===== config.mk =====
export PLATFORM = sky130hd
export DESIGN_NAME = exc_entry_ctrl
export DESIGN_NICKNAME = d
export VERILOG_FILES = /design/src/rtl/exc_entry_pkg.sv /design/src/rtl/exc_irq_eval.sv /design/src/rtl/exc_sequencer.sv /design/src/rtl/exc_cp0_state.sv /design/src/rtl/exc_entry_ctrl.sv
export SDC_FILE = /design/constraint.sdc
export NUM_CORES = 1
export LEC_CHECK = 0
export BUFFER_PORTS_ARGS = -buffer_cell sky130_fd_sc_hd__buf_4
export CORE_MARGIN = 2
export CORE_UTILIZATION = 30
export DETAILED_ROUTE_END_ITERATION = 16
export PLACE_DENSITY_LB_ADDON = 0.08
export SYNTH_ARGS = -nofsm -noshare
export SYNTH_HDL_FRONTEND = slang
export SYNTH_SLANG_ARGS = --single-unit

===== constraint.sdc =====
create_clock -name clk -period 4.3 [get_ports clk]
set_clock_uncertainty 0.05 [all_clocks]
set_input_delay 0.86 -clock clk [delete_from_list [all_inputs] [get_ports clk]]
set_output_delay 0.86 -clock clk [all_outputs]
set_load 0.01 [all_outputs]

===== src/rtl/exc_entry_pkg.sv =====
package exc_entry_pkg;
    localparam int XLEN      = 32;
    localparam int ST_IE     = 0;
    localparam int ST_EXL    = 1;
    localparam int ST_ERL    = 2;
    localparam int FLD_LO    = 8;   // Status IM and Cause IP share this span
    localparam int FLD_W     = 8;
    localparam int CODE_LO   = 2;
    localparam int CODE_W    = 5;
    localparam int CE_LO     = 28;
    localparam int BD_BIT    = 31;
    localparam int VPN_LO    = 13;
    localparam int CTX_KEEP  = 23;
    localparam int SUM_LINE  = 3;   // IP position driven by the external summary

    typedef enum logic [2:0] {
        EK_BREAK   = 3'd0,
        EK_SYSCALL = 3'd1,
        EK_COPUN   = 3'd2,
        EK_TLBL    = 3'd3,
        EK_TLBS    = 3'd4
    } exc_kind_e;

    typedef enum logic {
        SEQ_IDLE = 1'b0,
        SEQ_PEND = 1'b1
    } seq_state_e;

    function automatic logic [CODE_W-1:0] kind_code(input logic [2:0] k);
        logic [CODE_W-1:0] c;
        unique case (k)
            3'(EK_SYSCALL): c = 5'd8;
            3'(EK_COPUN):   c = 5'd11;
            3'(EK_TLBL):    c = 5'd2;
            3'(EK_TLBS):    c = 5'd3;
            default:        c = 5'd9;
        endcase
        return c;
    endfunction

    function automatic logic is_tlb(input logic [2:0] k);
        return (k == 3'(EK_TLBL)) || (k == 3'(EK_TLBS));
    endfunction
endpackage


===== src/rtl/exc_irq_eval.sv =====
module exc_irq_eval
    import exc_entry_pkg::*;
#(
    parameter int EXT_W = 8
) (
    input  logic [FLD_W-2:0] irq_hw,
    input  logic [EXT_W-1:0] ext_pend,
    input  logic [EXT_W-1:0] ext_mask,
    input  logic             st_ie,
    input  logic             st_exl,
    input  logic             st_erl,
    input  logic [FLD_W-1:0] st_im,
    output logic [FLD_W-1:0] ip_vec,
    output logic             irq_ok
);
    logic ext_sum;
    assign ext_sum = |(ext_pend & ext_mask);

    for (genvar i = 0; i < FLD_W; i++) begin : g_ip
        if (i == SUM_LINE) begin : g_sum
            assign ip_vec[i] = ext_sum;
        end else if (i < SUM_LINE) begin : g_low
            assign ip_vec[i] = irq_hw[i];
        end else begin : g_high
            assign ip_vec[i] = irq_hw[i-1];
        end
    end

    assign irq_ok = st_ie && !st_exl && !st_erl && |(st_im & ip_vec);
endmodule


===== src/rtl/exc_sequencer.sv =====
module exc_sequencer
    import exc_entry_pkg::*;
#(
    parameter logic [XLEN-1:0] GEN_VEC = 32'h8000_0180
) (
    input  logic            clk,
    input  logic            rst_n,
    input  logic            exc_req,
    input  logic [2:0]      exc_kind,
    input  logic [XLEN-1:0] exc_vector,
    input  logic [XLEN-1:0] cur_pc,
    input  logic            in_delay_slot,
    input  logic            irq_ok,
    output logic            latch_en,
    output logic            take_sync,
    output logic            take_irq,
    output logic            overlap,
    output logic [XLEN-1:0] slot_pc,
    output logic            slot_dly,
    output logic [XLEN-1:0] slot_vec
);
    seq_state_e state_q, state_d;

    always_ff @(posedge clk) begin
        if (!rst_n) state_q <= SEQ_IDLE;
        else        state_q <= state_d;
    end

    always_comb begin
        state_d = state_q;
        unique case (state_q)
            SEQ_IDLE: if (exc_req) state_d = SEQ_PEND;   // capture
            SEQ_PEND: state_d = SEQ_IDLE;                // take
        endcase
    end

    always_comb begin
        latch_en  = 1'b0;
        take_sync = 1'b0;
        take_irq  = 1'b0;
        overlap   = 1'b0;
        unique case (state_q)
            SEQ_IDLE: begin
                latch_en = exc_req;
                take_irq = !exc_req && irq_ok;
            end
            SEQ_PEND: begin
                take_sync = 1'b1;
                overlap   = exc_req;
            end
        endcase
    end

    always_ff @(posedge clk) begin
        if (!rst_n) begin
            slot_pc  <= '0;
            slot_dly <= 1'b0;
            slot_vec <= '0;
        end else if (latch_en) begin
            slot_pc  <= cur_pc;
            slot_dly <= in_delay_slot;
            slot_vec <= is_tlb(exc_kind) ? exc_vector : GEN_VEC;
        end
    end


    slot_taken_chk: assert property (@(posedge clk) disable iff (!rst_n)
        latch_en |=> take_sync);

    overlap_drop_chk: assert property (@(posedge clk) disable iff (!rst_n)
        overlap |=> !take_sync);
endmodule


===== src/rtl/exc_cp0_state.sv =====
module exc_cp0_state
    import exc_entry_pkg::*;
#(
    parameter logic [XLEN-1:0] GEN_VEC = 32'h8000_0180
) (
    input  logic             clk,
    input  logic             rst_n,
    input  logic             latch_en,
    input  logic             take_sync,
    input  logic             take_irq,
    input  logic [2:0]       exc_kind,
    input  logic [1:0]       exc_cop,
    input  logic [XLEN-1:0]  exc_vaddr,
    input  logic [XLEN-1:0]  cur_pc,
    input  logic             in_delay_slot,
    input  logic [XLEN-1:0]  slot_pc,
    input  logic             slot_dly,
    input  logic [XLEN-1:0]  slot_vec,
    input  logic [FLD_W-1:0] ip_vec,
    input  logic             wr_status,
    input  logic             wr_cause,
    input  logic [XLEN-1:0]  wdata,
    output logic [XLEN-1:0]  status_q,
    output logic [XLEN-1:0]  cause_q,
    output logic [XLEN-1:0]  epc_q,
    output logic [XLEN-1:0]  badv_q,
    output logic [XLEN-1:0]  ctx_q,
    output logic [XLEN-1:0]  ehi_q,
    output logic             redir_q,
    output logic [XLEN-1:0]  redir_pc_q
);
    logic [XLEN-1:0] status_d, cause_r, cause_d, epc_d, badv_d, ctx_d, ehi_d, redir_pc_d;
    logic            redir_d;
    logic [XLEN-1:0] entry_pc;
    logic            entry_dly;

    assign entry_pc  = take_sync ? slot_pc  : cur_pc;
    assign entry_dly = take_sync ? slot_dly : in_delay_slot;

    always_comb begin
        status_d   = status_q;
        cause_d    = cause_r;
        epc_d      = epc_q;
        badv_d     = badv_q;
        ctx_d      = ctx_q;
        ehi_d      = ehi_q;
        redir_d    = 1'b0;
        redir_pc_d = redir_pc_q;
        if (wr_status) status_d = wdata;
        if (wr_cause)  cause_d  = wdata;
        if (latch_en) begin
            cause_d[CODE_LO +: CODE_W] = kind_code(exc_kind);
            if (exc_kind == 3'(EK_COPUN)) cause_d[CE_LO +: 2] = exc_cop;
            if (is_tlb(exc_kind)) begin
                badv_d = exc_vaddr;
                ctx_d  = {ctx_q[XLEN-1:CTX_KEEP], exc_vaddr[XLEN-1:VPN_LO], 4'b0000};
                ehi_d  = {exc_vaddr[XLEN-1:VPN_LO], ehi_q[VPN_LO-1:0]};
            end
        end
        if (take_sync || take_irq) begin
            status_d[ST_EXL] = 1'b1;
            epc_d            = entry_dly ? entry_pc - 32'd4 : entry_pc;
            cause_d[BD_BIT]  = entry_dly;
            redir_d          = 1'b1;
            redir_pc_d       = take_sync ? slot_vec : GEN_VEC;
            if (take_irq) cause_d[CODE_LO +: CODE_W] = '0;
        end
        cause_d[FLD_LO +: FLD_W] = '0;  // IP is never stored
    end

    always_ff @(posedge clk) begin
        if (!rst_n) begin
            status_q   <= '0;
            cause_r    <= '0;
            epc_q      <= '0;
            badv_q     <= '0;
            ctx_q      <= '0;
            ehi_q      <= '0;
            redir_q    <= 1'b0;
            redir_pc_q <= '0;
        end else begin
            status_q   <= status_d;
            cause_r    <= cause_d;
            epc_q      <= epc_d;
            badv_q     <= badv_d;
            ctx_q      <= ctx_d;
            ehi_q      <= ehi_d;
            redir_q    <= redir_d;
            redir_pc_q <= redir_pc_d;
        end
    end

    assign cause_q = cause_r | {{(XLEN-FLD_LO-FLD_W){1'b0}}, ip_vec, {FLD_LO{1'b0}}};


    redirect_pulse_chk: assert property (@(posedge clk) disable iff (!rst_n)
        redir_q |=> !redir_q);

    exl_on_redirect_chk: assert property (@(posedge clk) disable iff (!rst_n)
        redir_q |-> status_q[ST_EXL]);
endmodule


===== src/rtl/exc_entry_ctrl.sv =====
module exc_entry_ctrl
    import exc_entry_pkg::*;
#(
    parameter int               EXT_W   = 8,
    parameter logic [XLEN-1:0]  GEN_VEC = 32'h8000_0180
) (
    input  logic             clk,
    input  logic             rst_n,
    input  logic [31:0]      cur_pc,
    input  logic             in_delay_slot,
    input  logic             exc_req,
    input  logic [2:0]       exc_kind,
    input  logic [1:0]       exc_cop,
    input  logic [31:0]      exc_vaddr,
    input  logic [31:0]      exc_vector,
    input  logic [6:0]       irq_hw,
    input  logic [EXT_W-1:0] ext_pend,
    input  logic [EXT_W-1:0] ext_mask,
    input  logic             csr_wr_status,
    input  logic             csr_wr_cause,
    input  logic [31:0]      csr_wdata,
    output logic [31:0]      status_o,
    output logic [31:0]      cause_o,
    output logic [31:0]      epc_o,
    output logic [31:0]      badvaddr_o,
    output logic [31:0]      context_o,
    output logic [31:0]      entryhi_o,
    output logic             redirect_o,
    output logic [31:0]      redirect_pc_o,
    output logic             overlap_o
);
    logic [FLD_W-1:0] ip_vec;
    logic             irq_ok, latch_en, take_sync, take_irq, slot_dly;
    logic [XLEN-1:0]  slot_pc, slot_vec;

    exc_irq_eval #(.EXT_W(EXT_W)) u_irq (
        .irq_hw   (irq_hw),
        .ext_pend (ext_pend),
        .ext_mask (ext_mask),
        .st_ie    (status_o[ST_IE]),
        .st_exl   (status_o[ST_EXL]),
        .st_erl   (status_o[ST_ERL]),
        .st_im    (status_o[FLD_LO +: FLD_W]),
        .ip_vec   (ip_vec),
        .irq_ok   (irq_ok)
    );

    exc_sequencer #(.GEN_VEC(GEN_VEC)) u_seq (
        .clk           (clk),
        .rst_n         (rst_n),
        .exc_req       (exc_req),
        .exc_kind      (exc_kind),
        .exc_vector    (exc_vector),
        .cur_pc        (cur_pc),
        .in_delay_slot (in_delay_slot),
        .irq_ok        (irq_ok),
        .latch_en      (latch_en),
        .take_sync     (take_sync),
        .take_irq      (take_irq),
        .overlap       (overlap_o),
        .slot_pc       (slot_pc),
        .slot_dly      (slot_dly),
        .slot_vec      (slot_vec)
    );

    exc_cp0_state #(.GEN_VEC(GEN_VEC)) u_regs (
        .clk           (clk),
        .rst_n         (rst_n),
        .latch_en      (latch_en),
        .take_sync     (take_sync),
        .take_irq      (take_irq),
        .exc_kind      (exc_kind),
        .exc_cop       (exc_cop),
        .exc_vaddr     (exc_vaddr),
        .cur_pc        (cur_pc),
        .in_delay_slot (in_delay_slot),
        .slot_pc       (slot_pc),
        .slot_dly      (slot_dly),
        .slot_vec      (slot_vec),
        .ip_vec        (ip_vec),
        .wr_status     (csr_wr_status),
        .wr_cause      (csr_wr_cause),
        .wdata         (csr_wdata),
        .status_q      (status_o),
        .cause_q       (cause_o),
        .epc_q         (epc_o),
        .badv_q        (badvaddr_o),
        .ctx_q         (context_o),
        .ehi_q         (entryhi_o),
        .redir_q       (redirect_o),
        .redir_pc_q    (redirect_pc_o)
    );


    ip3_mirror_chk: assert property (@(posedge clk) disable iff (!rst_n)
        cause_o[FLD_LO + SUM_LINE] == |(ext_pend & ext_mask));

    irq_gate_chk: assert property (@(posedge clk) disable iff (!rst_n)
        take_irq |-> status_o[ST_IE] && !status_o[ST_EXL] && !status_o[ST_ERL]);

    fault_first_chk: assert property (@(posedge clk) disable iff (!rst_n)
        (exc_req || take_sync) |-> !take_irq);
endmodule


==> results.py, run 1 <==
metrics = {
    "cts": {
        "cts-resized-gates": 0,
        "clk_pin_slew_ns": 0.06,
        "numClockSinks": 219,
        "htree_num_levels": 1,
        "clockRootBuffer": "clkbuf_16",
        "cts_tree": "built",
        "cts_buffer_depth": 3,
        "postCtsSetupBuffers": 0,
        "holdBufCountCts": 0,
        "clock_latency_ns": 0.54,
        "numCtsBuffers": 27,
    },
    "setup_path": {
        "cp_max_fo": 38,
        "crit_type": "register to output port",
        "crit_path_end_kind": "output port",
        "rrSetupSlack_ns": 1.52,
        "crit_arrival_ns": 1.90,
        "reg2reg_depth": 9,
        "critPathLaunchType": "register",
        "r2r_start": "u_seq.state_q",
        "cp.required_ns": 3.39,
        "r2r-end": "u_regs.epc_q[24]",
    },
    "yosys": {
        "synthMostInstantiatedCell": "dfxtp_1",
        "synth_top_area_cell": "dfxtp_1",
        "yosysUniqueCellTypes": 52,
        "ys.flop_type": "dfxtp_1",
        "ys_seq_elements": 219,
        "async_flop_share_pct": 0,
        "yosys.area.top_type_share_pct": 47.3,
        "syn_area_per_cell_um2": 8.88,
        "syn-cell-area_um2": 9280,
        "synth_commonest_cells": "dfxtp_1, nand2_1, nor2_1",
        "ys_seq_area_share_pct": 47.3,
        "synth-warning-count": 0,
        "synth-edff-count": 0,
        "syn_inst": 1045,
        "ys_top_cells_by_area": "dfxtp_1, mux2i_1, nand2_1, buf_4, a21oi_1",
    },
    "final_layout": {
        "fin_nets": 1490,
        "syn_to_final_growth_pct": 37.0,
        "antenna_cells": 0,
        "drive_gt1_share_pct": 32.3,
        "stdcell_area_um2": 12700,
        "filler_cell_count": 3075,
    },
    "die": {
        "die_w_um": 180,
        "core_area_um2": 30500,
        "num_rows": 64,
        "initial_utilization_pct": 30.4,
        "die_h_um": 180,
        "pin_count": 388,
        "dieArea_um2": 32300,
    },
    "routing": {
        "wl_met3_um": 2600,
        "routed_wl_um": 32100,
        "num_vias": 8111,
        "drc_errors": 0,
        "top_layer": "met5",
        "ant_nets": 0,
        "routed-wl-met2_um": 16400,
        "drtIter0Drc": 389,
        "first_pass_iters": 5,
        "met1Wirelength_um": 12600,
        "avgRoutedWirePerCell_um": 18.4,
        "viasPerCell": 4.66,
    },
    "run_status": {
        "status": "completed",
    },
    "power_and_ir_drop": {
        "power.switching_mw": 1.29,
        "p_int_mw": 3.76,
        "sequentialPowerShare_pct": 43.4,
        "switching_share_pct": 25.5,
        "clkPwrFrac_pct": 43.0,
        "p_leak_nw": 5.58,
        "combinationalPowerShare_pct": 13.6,
        "power_per_cell_area_nw_per_um2": 397,
        "peakVddDrop_mv": 0.264,
    },
    "timing": {
        "rsz0062_at_grt": "false",
        "worstMarginPinSlew_ns": 1.00,
        "fin_crit_sh_pct": 65.5,
        "period_needed_ns": 2.81,
        "hold_viol_final": 0,
        "final-max-slew-violation-count": 0,
        "tns_ns": 0,
        "fmax_mhz": 355,
        "slew_headroom_pct": 32.1,
        "finalSetupViolCount": 0,
        "whs_ns": 0.401,
    },
    "worst_hold_path": {
        "hold_end": "u_regs.epc_q[9]",
        "hp-start": "u_regs.epc_q[9]",
        "hold_class": "register to register",
        "hold_depth": 2,
    },
    "placement": {
        "gp_congestion": 0.803,
        "place_hpwl_um": 22600,
        "portBuffers": 361,
        "dpl_cell_area_um2": 11900,
    },
    "global_route": {
        "grt_max_degree": 102,
        "antenna_found_initial": 1,
        "grt_overflow": 0,
        "grtUsageTotal_pct": 19.0,
        "grt_pass1_wl_um": 48800,
        "grt_pass1_vias": 7813,
    },
    "run": {
        "cap_violations": 0,
    },
}
==> worst max-delay path: stages (launching register included) <==
cell,delay [ns]
dfxtp_4,0.48
buf_4,0.49
and2_1,0.25
buf_4,0.13
==> state kept, by name, summed over array words and instances, names as in the netlist <==
signal and flops:
u_regs.epc_q 32, u_regs.redir_pc_q 32, u_regs.status_q 32, u_seq.slot_pc 32
u_seq.slot_vec 32, u_regs.cause_r 24, u_regs.ehi_q 19, u_regs.badv_q 13
u_regs.redir_q 1, u_seq.slot_dly 1, u_seq.state_q 1
==> layout by cell type, fill, tap and decap left out, types with 4 or more instances in the layout <==
cell,count
clkbuf_1,9
clkbuf_16,27
a222oi_1,5
a22oi_1,32
nand3_1,22
or3_1,6
xor2_1,4
conb_1,26
a22o_1,32
nor2_1,102
nor4b_1,5
clkbuf_8,6
xnor2_1,24
a21oi_1,90
mux2i_1,84
a211oi_1,9
nand2_1,168
and2_1,4
nor3_1,19
buf_4,373
o221a_2,6
dfxtp_1,218
nor2b_1,4
o21ai_0,14
or3b_2,4
==> power groups by stage <==
stage	combinational, mW	sequential (mW)	clock [mW]
after global placement	0.693	2.23	0
after global routing	0.749	2.20	2.34
after floorplan	0.351	2.25	0
final	0.685	2.19	2.17
after detailed placement	0.698	2.23	0
after CTS	0.699	2.19	2.25
==> area by class of cell <==
cell class                      count  area, µm²  share of cell area, %
Clock buffer                       42        792                   6.23
Multi-Input combinational cell    701       4140                   32.6
Inverter                            4       20.0                  0.158
Sequential cell                   219       4390                   34.5
Timing Repair Buffer              374       2820                   22.2
Tap cell                          396        495                   3.90
Clock inverter                      5       53.8                  0.423
==> kinds of logic after synthesis <==
family | synth area share (%)
AOI/OAI and AO/OA | 14.2
adders and majority gates | 0.135
muxes | 9.43
buffers and inverters | 9.38
other | 0.0404
and+or+nand+nor | 16.9
xor gates and xnor gates | 2.64
DFF | 47.3
==> stage by stage <==
stage                     utilization, %  setup WS, ns  total power [mW]  cells
after floorplan                        -         0.916              2.60   1070
after global placement              38.9          1.12              2.93   1694
after detailed placement            38.9          1.07              2.93   1694
after CTS                           41.7          1.45              5.14   1741
after global routing                41.7          1.20              5.29   1741
final                               41.7          1.49              5.05   1741
==> routing by layer <==
layer | vias to the layer above | track usage [%]
met5 | - | 0
met4 | 2 | 3.58
met3 | 34 | 6.24
met2 | 246 | 34.7
met1 | 3777 | 21.7
li1 | 4052 | -
==> worst max-delay path by stage <==
stage | from | end | slack [ns] | cells past startpoint
3_3_place_gp | ext_mask[2] | u_regs.epc_q[15] | 1.12 | 8
5_1_grt | u_seq.state_q | u_regs.epc_q[31] | 1.20 | 7
2_1_floorplan | u_seq.state_q | u_regs.epc_q[24] | 0.92 | 14
3_5_place_dp | exc_req | u_regs.epc_q[28] | 1.07 | 7
4_1_cts | u_seq.state_q | overlap_o | 1.45 | 3
6_report | u_seq.state_q | overlap_o | 1.49 | 3
No activity file was read; power rests on OpenSTA's default activity.
==> run 2: changes to the inputs <==
==> constraint.sdc (replaced) <==
create_clock -name clk -period 2.9 [get_ports clk]
set_clock_uncertainty 0.05 [all_clocks]
set_input_delay 0.58 -clock clk [delete_from_list [all_inputs] [get_ports clk]]
set_output_delay 0.58 -clock clk [all_outputs]
set_load 0.01 [all_outputs]
==> run 2 against run 1 <==
  * Non-clock buffer count grew 9
  * Clock power is 39% higher
  * Highest routed layer unchanged
  * Sequential power grew 48%
  * Setup slack worse by 1.2 ns
  * Sequential share of layout area down 0.16 points
  * Utilization is 0.19 points higher
  * Via count up 1.6%
  * Largest power group unchanged
==> results.py, run 2 (synthesis gave the netlist of run 1 again) <==
metrics = {
    "power_and_ir_drop": {
        "power_per_cell_area_nw_per_um2": 571,
        "p_leak_nw": 5.60,
        "peakVddDrop_mv": 0.325,
        "totalPowerFinal_mw": 7.29,
    },
    "cts": {
        "cts_tree": "built",
        "numCtsBuffers": 25,
        "clockRootBuffer": "clkbuf_16",
        "htree_num_levels": 1,
        "holdBufCountCts": 0,
        "cts-resized-gates": 0,
        "postCtsSetupBuffers": 0,
        "cts_buffer_depth": 3,
        "clk_pin_slew_ns": 0.06,
        "clock_latency_ns": 0.53,
        "numClockSinks": 219,
    },
    "timing": {
        "hold_viol_final": 0,
        "rsz0062_at_grt": "false",
        "fmax_mhz": 376,
        "slew_headroom_pct": 57.4,
        "finalSetupViolCount": 0,
        "worstMarginPinSlew_ns": 0.639,
        "fin_crit_sh_pct": 91.8,
        "period_needed_ns": 2.66,
        "final-max-slew-violation-count": 0,
    },
    "die": {
        "initial_utilization_pct": 30.4,
        "dieArea_um2": 32300,
        "core_area_um2": 30500,
        "pin_count": 388,
        "die_h_um": 180,
        "die_w_um": 180,
        "num_rows": 64,
    },
    "global_route": {
        "grt_pass1_wl_um": 48200,
        "grt_pass1_vias": 7712,
        "grt_max_degree": 89,
        "grt_overflow": 0,
        "grtUsageTotal_pct": 18.9,
        "antenna_found_initial": 4,
    },
    "routing": {
        "drtIter0Drc": 375,
        "ant_nets": 0,
        "num_vias": 8239,
        "first_pass_iters": 6,
        "viasPerCell": 4.71,
        "avgRoutedWirePerCell_um": 18.3,
        "drc_errors": 0,
        "routed_wl_um": 32000,
    },
    "setup_path": {
        "crit_type": "register to register",
        "crit_arrival_ns": 3.07,
        "cp.required_ns": 3.30,
        "critPathLaunchType": "register",
        "cp_max_fo": 59,
        "crit_path_end_kind": "register",
    },
    "run": {
        "cap_violations": 0,
    },
    "placement": {
        "gp_congestion": 0.826,
        "dpl_cell_area_um2": 12000,
        "portBuffers": 361,
        "place_hpwl_um": 22800,
    },
    "final_layout": {
        "drive_gt1_share_pct": 32.8,
        "multi_input_comb_area_um2": 4150,
        "stdcell_area_um2": 12800,
        "syn_to_final_growth_pct": 37.6,
        "final_common_cell": "buf_4",
        "filler_cell_count": 3076,
        "seqCellArea_um2": 4390,
        "final_cell_mix": "buf_4, dfxtp_1, nand2_1",
        "fin_nets": 1497,
    },
    "run_status": {
        "status": "completed",
    },
    "worst_hold_path": {
        "hold_class": "input pin to register",
    },
}
## run 2: cell types whose count changed in the layout (fill, tap and decap cells not counted), sizes merged
cell    previous run  this run
clkbuf            42        39
diode              0         2
clkinv             3         4
buf              374       383
bufinv             1         0
## run 2: cell type report
class	instances	area share [%]
Sequential cell	219	34.4
Multi-Input combinational cell	701	32.5
Timing Repair Buffer	383	22.9
Clock buffer	39	5.78
Tap cell	396	3.88
Clock inverter	5	0.314
Inverter	4	0.157
Antenna cell	2	0.0392
## run 2: stage by stage
stage	cells	TNS, ns	worst slack, ns	util (%)	hold slack (ns)
3_5_place_dp	1703	0	0.0337	39.3	0.394
3_3_place_gp	1703	0	0.0553	39.3	0.392
5_1_grt	1749	0	0.0119	41.8	0.175
2_1_floorplan	1070	-0.318	-0.0901	-	0.386
6_report	1749	0	0.237	41.8	0.206
4_1_cts	1747	0	0.177	41.8	0.183
## run 2: final timing paths
path                   start                 end  slack (ns)  cells after the start
max            u_seq.state_q    u_regs.epc_q[20]        0.24                      8
min           exc_vector[23]  u_seq.slot_vec[23]        0.21                      2
max reg2reg    u_seq.state_q    u_regs.epc_q[20]        0.24                      8
min reg2reg  u_regs.epc_q[6]     u_regs.epc_q[6]        0.40                      2
## run 2: metal layers
metal | track usage [%] | wire [µm]
met1 | 22.2 | 12800
met2 | 33.7 | 16300
met3 | 5.33 | 2380
met4 | 4.42 | 481
met5 | 0 | 27
## run 2: power by group
| group | total (mW) | internal (mW) | switching, mW |
|---|---|---|---|
| clock network | 3.01 | 1.75 | 1.26 |
| registers | 3.25 | 3.15 | 0.0982 |
| logic | 1.03 | 0.495 | 0.539 |
## run 2: worst max-delay path: stages (launching register included)
cell      delay, ns
dfxtp_4        0.40
buf_12         0.27
or4b_1         0.53
a222oi_1       0.31
buf_4          0.21
and3b_1        0.35
o21ai_0        0.17
xnor2_1        0.15
o21ai_0        0.14
==> run 3: changes to the inputs <==
--- a/config.mk
+++ b/config.mk
@@ -8,6 +8,7 @@
 export BUFFER_PORTS_ARGS = -buffer_cell sky130_fd_sc_hd__buf_4
 export CORE_MARGIN = 2
 export CORE_UTILIZATION = 30
+export CTS_BUF_LIST = sky130_fd_sc_hd__clkbuf_2
 export DETAILED_ROUTE_END_ITERATION = 16
 export PLACE_DENSITY_LB_ADDON = 0.08
 export SYNTH_ARGS = -nofsm -noshare
==> run 3 against run 2 <==
  * Global-route usage is 0.92 points higher
  * Flip-flop and latch count stayed put
  * Routed wire length is 4.0% higher
  * Clock power is 28% lower
  * Largest power group unchanged
  * Sequential share of layout area is 2.8 points lower
  * Register-to-register slack better by 0.09 ns
  * Largest cell class unchanged
  * First-iteration DRC count is 3.5% lower
  * Final cell count is 11% higher
  * Critical endpoint is now overlap_o
==> results.py, run 3 (synthesis gave the netlist of run 1 again) <==
metrics = {
    "cts": {
        "numClockSinks": 219,
        "htree_num_levels": 2,
        "numCtsBuffers": 61,
        "clock_latency_ns": 0.87,
        "clockRootBuffer": "clkbuf_2",
        "cts_tree": "built",
        "clk_pin_slew_ns": 0.10,
        "postCtsSetupBuffers": 0,
        "cts_buffer_depth": 3,
    },
    "timing": {
        "final-max-slew-violation-count": 0,
        "hold_viol_final": 0,
        "slew_headroom_pct": 58.5,
        "fin_ws_ns": 0.228,
        "worstMarginPinSlew_ns": 0.622,
        "period_needed_ns": 2.67,
        "rsz0062_at_grt": "false",
        "tns_ns": 0,
        "fmax_mhz": 374,
        "finalSetupViolCount": 0,
        "fin_crit_sh_pct": 92.2,
        "whs_ns": 0.158,
    },
    "power_and_ir_drop": {
        "totalPowerFinal_mw": 6.61,
        "p_leak_nw": 6.19,
        "power_per_cell_area_nw_per_um2": 476,
        "peakVddDrop_mv": 0.213,
    },
    "global_route": {
        "antenna_found_initial": 3,
        "grt_overflow": 0,
        "grtUsageTotal_pct": 19.8,
        "grt_pass1_wl_um": 51000,
        "grt_max_degree": 89,
        "grt_pass1_vias": 8737,
    },
    "setup_path": {
        "cp.required_ns": 2.27,
        "crit_arrival_ns": 2.04,
        "reg2reg_depth": 8,
        "critPathLaunchType": "register",
        "crit_path_end_kind": "output port",
        "r2r-end": "u_regs.epc_q[20]",
        "r2r_start": "u_seq.state_q",
        "rrSetupSlack_ns": 0.33,
        "cp_max_fo": 46,
        "crit_type": "register to output port",
    },
    "die": {
        "initial_utilization_pct": 30.4,
        "pin_count": 388,
        "die_h_um": 180,
        "num_rows": 64,
        "die_w_um": 180,
        "dieArea_um2": 32300,
        "core_area_um2": 30500,
    },
    "placement": {
        "gp_congestion": 0.826,
        "place_hpwl_um": 22800,
        "place_inst": 1703,
        "pre_cts_slack_ns": 0.0337,
        "portBuffers": 361,
        "dpl_cell_area_um2": 12000,
    },
    "worst_hold_path": {
        "hold_class": "input pin to register",
        "hp-start": "exc_req",
        "hold_end": "u_regs.cause_r[2]",
        "hold_depth": 3,
    },
    "routing": {
        "routed_wl_um": 33300,
        "first_pass_iters": 5,
        "ant_nets": 0,
        "num_vias": 9023,
        "drtIter0Drc": 362,
        "drc_errors": 0,
        "viasPerCell": 4.63,
        "avgRoutedWirePerCell_um": 17.1,
    },
    "final_layout": {
        "stdcell_area_um2": 13900,
        "stdcell_count": 1950,
        "final_common_cell": "buf_4",
        "syn_to_final_growth_pct": 49.8,
        "fin_nets": 1670,
        "final_cell_mix": "buf_4, dfxtp_1, nand2_1",
        "drive_gt1_share_pct": 32.2,
        "postLayoutCoreUtil_pct": 45.5,
        "filler_cell_count": 3058,
    },
    "run_status": {
        "status": "completed",
    },
    "run": {
        "cap_violations": 0,
    },
}
-- run 3: cell types whose count changed in the layout (fill, tap and decap cells not counted), sizes merged --
cell,change
clkinv,+14
clkbuf,+50
dlygate4sd3,+137
-- run 3: report_power, final --
part	switching (mW)	internal, mW
Clock	1.34	0.829
Sequential	0.0978	3.14
Combinational	0.580	0.617
Total	2.02	4.59
-- run 3: cell type report --
class / instances / area (µm²) / area share [%]
Multi-Input combinational cell: 701 / 4160 / 29.9
Tap cell: 396 / 495 / 3.57
Sequential cell: 219 / 4390 / 31.6
Timing Repair Buffer: 520 / 4300 / 31.0
Clock inverter: 19 / 81.3 / 0.585
Antenna cell: 2 / 5.00 / 0.0360
Inverter: 4 / 20.0 / 0.144
Clock buffer: 89 / 445 / 3.21
-- run 3: worst max-delay path: stages (launching register included) --
cell	delay, ns
dfxtp_4	0.42
buf_6	0.41
and2_1	0.24
buf_4	0.13
-- run 3: how the worst max path moves through the flow --
stage,from,endpoint,slack (ns),depth (start not counted)
2_1_floorplan,u_seq.state_q,u_regs.epc_q[24],-0.09,14
3_3_place_gp,cur_pc[3],u_regs.epc_q[20],0.06,10
3_5_place_dp,cur_pc[3],u_regs.epc_q[20],0.03,10
4_1_cts,u_seq.state_q,overlap_o,0.12,3
5_1_grt,u_seq.state_q,overlap_o,0.04,3
6_report,u_seq.state_q,overlap_o,0.23,3
-- run 3: per-layer routing --
metal / share of wire (%) / vias to the layer above / GRT usage (%)
met5: 0.039 / - / 0
met4: 3.1 / 2 / 7.38
met3: 7.4 / 62 / 5.61
met2: 49 / 328 / 34.2
met1: 40 / 4176 / 23.2
li1: - / 4455 / -
-- run 3: what timing repair did --
item | 4_1_cts | 5_1_grt
setup endpoints to repair | 1 | 1
gates resized for setup | 1 | 1
hold buffers | 137 | 0
hold endpoints to repair | 162 | 0
pin swaps | 0 | 0
